<file path="config.mk">
export PLATFORM = sky130hd
export DESIGN_NAME = snap_ctl_reg
export DESIGN_NICKNAME = d
export VERILOG_FILES = /design/src/rtl/snap_pkg.sv /design/src/rtl/snap_wr_decode.sv /design/src/rtl/snap_capture_fsm.sv /design/src/rtl/snap_rd_assemble.sv /design/src/rtl/snap_ctl_reg.sv
export SDC_FILE = /design/constraint.sdc
export NUM_CORES = 1
export LEC_CHECK = 0
export ABC_AREA = 1
export BUFFER_PORTS_ARGS = -buffer_cell sky130_fd_sc_hd__buf_2
export CAP_MARGIN = 10
export CORE_ASPECT_RATIO = 0.6
export CORE_MARGIN = 2
export CORE_UTILIZATION = 23
export DETAILED_ROUTE_END_ITERATION = 6
export PLACE_DENSITY = 0.8
export SLEW_MARGIN = 10
export SYNTH_ARGS = -nofsm -noshare
export SYNTH_HDL_FRONTEND = slang
export SYNTH_SLANG_ARGS = --single-unit
export TNS_END_PERCENT = 20
</file>
<file path="constraint.sdc">
create_clock -name clk -period 1 [get_ports clk]
set_input_delay 0.15 -clock clk [delete_from_list [all_inputs] [get_ports clk]]
set_output_delay 0.15 -clock clk [all_outputs]
set_load 0.1 [all_outputs]
</file>
<file path="src/rtl/snap_pkg.sv">
package snap_pkg;
   typedef enum logic [0:0] {
      CAP_IDLE = 1'b0,
      CAP_BUSY = 1'b1
   } cap_state_t;

   typedef struct packed {
      logic busy;
      logic nocap;
   } snap_status_t;
endpackage

</file>
<file path="src/rtl/snap_wr_decode.sv">
module snap_wr_decode #(
   parameter int DATA_W   = 64,
   parameter int BUSY_BIT = 0
) (
   input  logic              wr_en,
   input  logic [DATA_W-1:0] wr_data,
   output logic              trigger
);
   // Only a one in the trigger bit matters; all other written bits are dropped.
   assign trigger = wr_en & wr_data[BUSY_BIT];
endmodule

</file>
<file path="src/rtl/snap_capture_fsm.sv">
module snap_capture_fsm
   import snap_pkg::*;
#(
   parameter bit REQ_REGISTERED = 1'b1
) (
   input  logic         clk,
   input  logic         rst_n,
   input  logic         trigger,
   input  logic         cap_done,
   input  logic         cap_ok,
   output logic         cap_req,
   output snap_status_t status
);
   cap_state_t state_q, state_d;
   logic       nocap_q, nocap_d;
   logic       start;

   assign start = trigger & (state_q == CAP_IDLE);

   always_comb begin
      state_d = state_q;
      nocap_d = nocap_q;
      unique case (state_q)
         CAP_IDLE: begin
            if (start) begin
               state_d = CAP_BUSY;
               nocap_d = 1'b1;
            end
         end
         CAP_BUSY: begin
            if (cap_done) begin
               state_d = CAP_IDLE;
               nocap_d = ~cap_ok;
            end
         end
         default: state_d = CAP_IDLE;
      endcase
   end

   always_ff @(posedge clk) begin
      if (!rst_n) begin
         state_q <= CAP_IDLE;
         nocap_q <= 1'b1;
      end else begin
         state_q <= state_d;
         nocap_q <= nocap_d;
      end
   end

   generate
      if (REQ_REGISTERED) begin : g_req_reg
         logic req_q;
         always_ff @(posedge clk) begin
            if (!rst_n) req_q <= 1'b0;
            else        req_q <= start;
         end
         assign cap_req = req_q;
      end else begin : g_req_comb
         assign cap_req = start;
      end
   endgenerate

   assign status.busy  = (state_q == CAP_BUSY);
   assign status.nocap = nocap_q;
endmodule

</file>
<file path="src/rtl/snap_rd_assemble.sv">
module snap_rd_assemble
   import snap_pkg::*;
#(
   parameter int DATA_W    = 64,
   parameter int BUSY_BIT  = 0,
   parameter int NOCAP_BIT = 32
) (
   input  snap_status_t      status,
   output logic [DATA_W-1:0] rd_data
);
   generate
      for (genvar i = 0; i < DATA_W; i++) begin : g_bit
         if (i == BUSY_BIT) begin : g_busy
            assign rd_data[i] = status.busy;
         end else if (i == NOCAP_BIT) begin : g_nocap
            assign rd_data[i] = status.nocap;
         end else begin : g_zero
            assign rd_data[i] = 1'b0;
         end
      end
   endgenerate
endmodule

</file>
<file path="src/rtl/snap_ctl_reg.sv">
module snap_ctl_reg
   import snap_pkg::*;
#(
   parameter int DATA_W         = 64,
   parameter int BUSY_BIT       = 0,
   parameter int NOCAP_BIT      = 32,
   parameter bit REQ_REGISTERED = 1'b1
) (
   input  logic              clk,
   input  logic              rst_n,
   input  logic              wr_en,
   input  logic [DATA_W-1:0] wr_data,
   output logic [DATA_W-1:0] rd_data,
   output logic              cap_req,
   input  logic              cap_done,
   input  logic              cap_ok
);
   localparam int BIT_IDX_W = $clog2(DATA_W);

   initial begin
      assert (DATA_W >= 2) else $fatal(1, "DATA_W too small");
      assert (BUSY_BIT >= 0 && BUSY_BIT < DATA_W) else $fatal(1, "BUSY_BIT out of range");
      assert (NOCAP_BIT >= 0 && NOCAP_BIT < DATA_W) else $fatal(1, "NOCAP_BIT out of range");
      assert (BUSY_BIT != NOCAP_BIT) else $fatal(1, "status bits overlap");
      assert (BIT_IDX_W > 0) else $fatal(1, "bad index width");
   end

   logic         trigger;
   snap_status_t status;

   snap_wr_decode #(
      .DATA_W   (DATA_W),
      .BUSY_BIT (BUSY_BIT)
   ) u_dec (
      .wr_en   (wr_en),
      .wr_data (wr_data),
      .trigger (trigger)
   );

   snap_capture_fsm #(
      .REQ_REGISTERED (REQ_REGISTERED)
   ) u_fsm (
      .clk      (clk),
      .rst_n    (rst_n),
      .trigger  (trigger),
      .cap_done (cap_done),
      .cap_ok   (cap_ok),
      .cap_req  (cap_req),
      .status   (status)
   );

   snap_rd_assemble #(
      .DATA_W    (DATA_W),
      .BUSY_BIT  (BUSY_BIT),
      .NOCAP_BIT (NOCAP_BIT)
   ) u_rd (
      .status  (status),
      .rd_data (rd_data)
   );
endmodule

</file>
# Word level (Yosys, flattened, before mapping)
# Index checks and enable logic that the tools add are counted.
[op_classes] n_mux=6 n_reduce_logical=1 bitwise_logic=4 eq_ne=2
[op_table] cell="two-way mux 1 bit" count=4
[op_table] cell="one-hot mux 1 bit (2 select lines)" count=2
[op_table] cell="bitwise AND 1 bit" count=2
[op_table] cell="inequality test 2 x 1 -> 1 bit, second input constant" count=1
[op_table] cell="inequality test 2 bit, second input constant" count=1
[op_table] cell="inverter 1 bit" count=2
[op_table] cell="AND reduction 2 bit" count=1
[totals] input_bits=69 register_bits=3 output_inout_bits=65 word_cells=16

# Depth between registers and ports, before layout
[logic_depth] ltp_word=4 mapped_depth=5 mapped_depth_nobuf=5

# Cells and area by module
# From an unflattened synthesis, not the netlist that was laid out.
[unflattened] hier_cells=85 area_unflattened_um2=630.6
[modules_own_cells] mod="snap_rd_assemble" cells_each=65 seq_area_each_um2=0.0 n_inst=1 area_per_inst_um2=484.2
[modules_own_cells] mod="snap_capture_fsm" cells_each=18 seq_area_each_um2=60.1 n_inst=1 area_per_inst_um2=138.9
[modules_own_cells] mod="snap_wr_decode" cells_each=2 seq_area_each_um2=0.0 n_inst=1 area_per_inst_um2=7.5

# Worst setup path after synthesis
# Ideal clock, no wire load.
[synth_path] path_type="reg-to-output" from="reg u_fsm.g_req_reg.req_q, in the netlist u_fsm.cap_req" to="out cap_req" stages_incl_launch_ff=1 setup_slack_ps=-59 n_path_buf=0 t_required_ps=850 arrival_ps=909 cell_sequence="dfxtp_1"
[synth_lines] element="start, declared" line_no="snap_capture_fsm.sv:52" rtl="logic req_q;"
[synth_lines] element="start signal, assigned" line_no="snap_capture_fsm.sv:55" rtl="else req_q <= start;"
[synth_lines] element="end, declared" line_no="snap_ctl_reg.sv:14" rtl="output logic cap_req,"
# No word-level cell between the ends.

# Final worst setup path
[layout_path] from="reg u_fsm.state_q" to="out rd_data[0]"
[layout_lines] element="start, declared" line_no="snap_capture_fsm.sv:14" rtl="cap_state_t state_q, state_d;"
[layout_lines] element="start signal, assigned" line_no="snap_capture_fsm.sv:45" rtl="state_q <= state_d;"
[layout_lines] element="end, declared" line_no="snap_ctl_reg.sv:13" rtl="output logic [DATA_W-1:0] rd_data,"
# No word-level cell between the ends.

==> flow_summary.json <==
{
  "critPathCaptureType": "output port",
  "max-clock-path-buffers": 2,
  "rows": 14,
  "holdWs_ns": 0.1691,
  "post_synthesis_compound_gate_area_fraction_pct": 0.8282,
  "cp_top_family": "flip-flops",
  "timing.setup.critical_path_class": "register to output port",
  "drc": 0,
  "wire_per_inst_um": 4.992,
  "netlist.area_leader.share_pct": 79.50,
  "worst_path_max_delay_cell": "sky130_fd_sc_hd__dfxtp_2",
  "parity_gate_share_of_the_synthesized_area_counting_xor_and_xnor_cells_pct": 0,
  "most-common-layout-cells": "62 x sky130_fd_sc_hd__conb_1, 6 x sky130_fd_sc_hd__nand2_1, 5 x sky130_fd_sc_hd__buf_2",
  "numClockSinks": 3,
  "power_leakage_nw": 0.3409,
  "n_antenna_cell": 0,
  "clock-root-buffer": "sky130_fd_sc_hd__clkbuf_8",
  "critPathRequiredTime_ns": 0.85,
  "cts_tree": "yes",
  "cp_data_arrival_time_ns": 0.80,
  "crit_path_max_fanout": 6,
  "synth.mux.area_fraction_pct": 0,
  "ioPinCount": 134,
  "vias_per_cell": 2.274,
  "worst_hold_path_class": "input pin to register",
  "final_instance_area_um2": 525.5,
  "final_critical_path_time_including_i_o_delays_and_setup_ns": 0.9495,
  "startpoint_type": "register",
  "drt-initial-drc-count": 3,
  "largest_family_of_logic_cells_by_synthesized_area": "buffers and inverters",
  "mean_cell_area_of_the_mapped_netlist_um2": 7.281,
  "worst_ir_drop_vdd_v": 0.0004700,
  "post-dp-hpwl_um": 572.3,
  "netlist-cell-type-count": 9,
  "final_layout_size_suffix_gt1_share_pct": 14.13,
  "synth_sequential_area_ratio_pct": 9.938,
  "yosys.area_share.adder_pct": 0,
  "place_ws_ns": 0.1013,
  "cts.clk_slew.worst_paths_ns": 0.03,
  "dr_total_vias": 282,
  "initial_core_util_pct": 24.13,
  "ys_top_cells_by_area": "sky130_fd_sc_hd__buf_4 80%, sky130_fd_sc_hd__dfxtp_1 9.9%, sky130_fd_sc_hd__nand2_1 3.7%, sky130_fd_sc_hd__inv_1 1.9%, sky130_fd_sc_hd__nor2_1 1.9%",
  "ys_seq_elements": 3,
  "aggregate_global_routing_overflow": 0,
  "syn_area_um2": 604.3,
  "cts_hold_buffers": 0,
  "nNetsFinal": 162,
  "power_per_cell_area_nw_per_um2": 3037,
  "placement.io_buffers": 8,
  "detail_route.first_pass.iterations": 2,
  "ys.warnings.count": 0,
  "die_h_um": 43.71,
  "placed_area_um2": 479.2,
  "die-area_um2": 3067,
  "rsz_0062_raised_after_global_routing": "false",
  "crit_path_cell_trace": "buf_12",
  "groute.usage.overall_pct": 3.210,
  "skew_ns": 0.0007574,
  "grt_first_pass_wirelength_um": 565,
  "setup_viol": 0,
  "area.growth.synth_to_final_pct": -13.04,
  "cp_num_buf_inv": 1,
  "netlist_instances": 83,
  "cts_made_buffers": 3,
  "final_critical_path_setup_slack_ns": 0.05048,
  "cap_violations": 0,
  "final-hold-violation-count": 0,
  "max_stage_delay_ns": 0.39,
  "max_freq_mhz": 1053,
  "setup_tns_ns": 0,
  "fin_crit_sh_pct": 94.95,
  "final_ant_viol_nets": 0,
  "netlist.top_cell.by_area": "sky130_fd_sc_hd__buf_4",
  "grt_antenna_before_repair": 0,
  "synthSimpleGateAreaFrac_pct": 7.246,
  "placeableCoreArea_um2": 2505,
  "gp_routability_congestion": 0.6630,
  "outcome": "finished, final reports clean",
  "grt_max_degree": 7,
  "worstSkewPairLatency_ns": 0.21,
  "cts-htree-levels": 1,
  "dieWidth_um": 70.18,
  "report.final.slew_viol_count": 0,
  "layout.cells.most_common": "sky130_fd_sc_hd__conb_1",
  "grt_pass1_vias": 124,
  "routed_wirelength_um": 619
}
-- registers in the layout, indices dropped and copies added (netlist names) --
name	count
u_fsm.cap_req	1
u_fsm.state_q	1
u_fsm.nocap_q	1
-- report_power, final --
part           switching [W]  leakage (nW)  internal, W  total (W)
registers         0.00000903        0.0254     0.000128   0.000137
logic                0.00107         0.293    0.0000373    0.00111
clock network      0.0000793        0.0228     0.000272   0.000351
total                0.00116         0.341     0.000437    0.00160
-- routing by layer --
layer / GRT usage (%) / up-vias / wire length, um
li1: - / 139 / -
met1: 2.235 / 116 / 151
met2: 3.810 / 23 / 357
met3: 3.023 / 4 / 79
met4: 5.769 / 0 / 30
met5: 0 / - / 0
-- cells in the mapped netlist --
library cell / instances
sky130_fd_sc_hd__buf_4: 64
sky130_fd_sc_hd__conb_1: 1
sky130_fd_sc_hd__nand2_1: 6
sky130_fd_sc_hd__nand3_1: 1
sky130_fd_sc_hd__nor2_1: 3
sky130_fd_sc_hd__dfxtp_1: 3
sky130_fd_sc_hd__inv_1: 3
sky130_fd_sc_hd__a21oi_1: 1
sky130_fd_sc_hd__nor3_1: 1
-- area by class of cell --
| cell class | count | area (um2) |
|---|---|---|
| clock buffers | 4 | 45.04 |
| inverters | 3 | 11.26 |
| multi-input cells | 74 | 281.5 |
| fillers | 296 | 1979 |
| repair buffers | 8 | 85.08 |
| well taps | 32 | 40.04 |
| flip-flops and latches | 3 | 62.56 |
-- kinds of logic (layout without fill, tap and decap cells) --
family / count (synthesis) / in the layout
flops: 3 / 3
buf+inv: 67 / 15
compound gates: 1 / 1
simple gates: 11 / 11
other cells: 1 / 62
-- tightest hold or removal path, stage by stage --
cell and delay, ns:
sky130_fd_sc_hd__buf_2 0.10, sky130_fd_sc_hd__nand2_1 0.05, sky130_fd_sc_hd__nor2_1 0.04
-- stage by stage --
stage	std cells	total power [W]	utilization (%)
finish	124	0.001596	20.98
global route	124	0.001634	20.98
CTS	124	0.001605	20.98
detailed placement	120	0.001241	19.13
global placement	120	0.001240	19.13
floorplan	144	0.001396	-
-- what timing repair did --
action	in CTS	in global routing
endpoints found under the setup margin	1	0
hold endpoints to repair	0	0
gates resized for setup	1	0
setup buffers	0	0
-- final timing paths --
| path | start | to | slack (ns) | depth (start not counted) |
|---|---|---|---|---|
| max | u_fsm.state_q$_SDFF_PN0_ | rd_data[0] | 0.05 | 1 |
| min | rst_n | u_fsm.state_q$_SDFF_PN0_ | 0.17 | 3 |
| max reg2reg | u_fsm.state_q$_SDFF_PN0_ | u_fsm.nocap_q$_SDFFE_PN1P_ | 0.21 | 5 |
| min reg2reg | u_fsm.state_q$_SDFF_PN0_ | u_fsm.cap_req$_SDFF_PN0_ | 0.51 | 1 |
(Power assumes the default switching activity.)
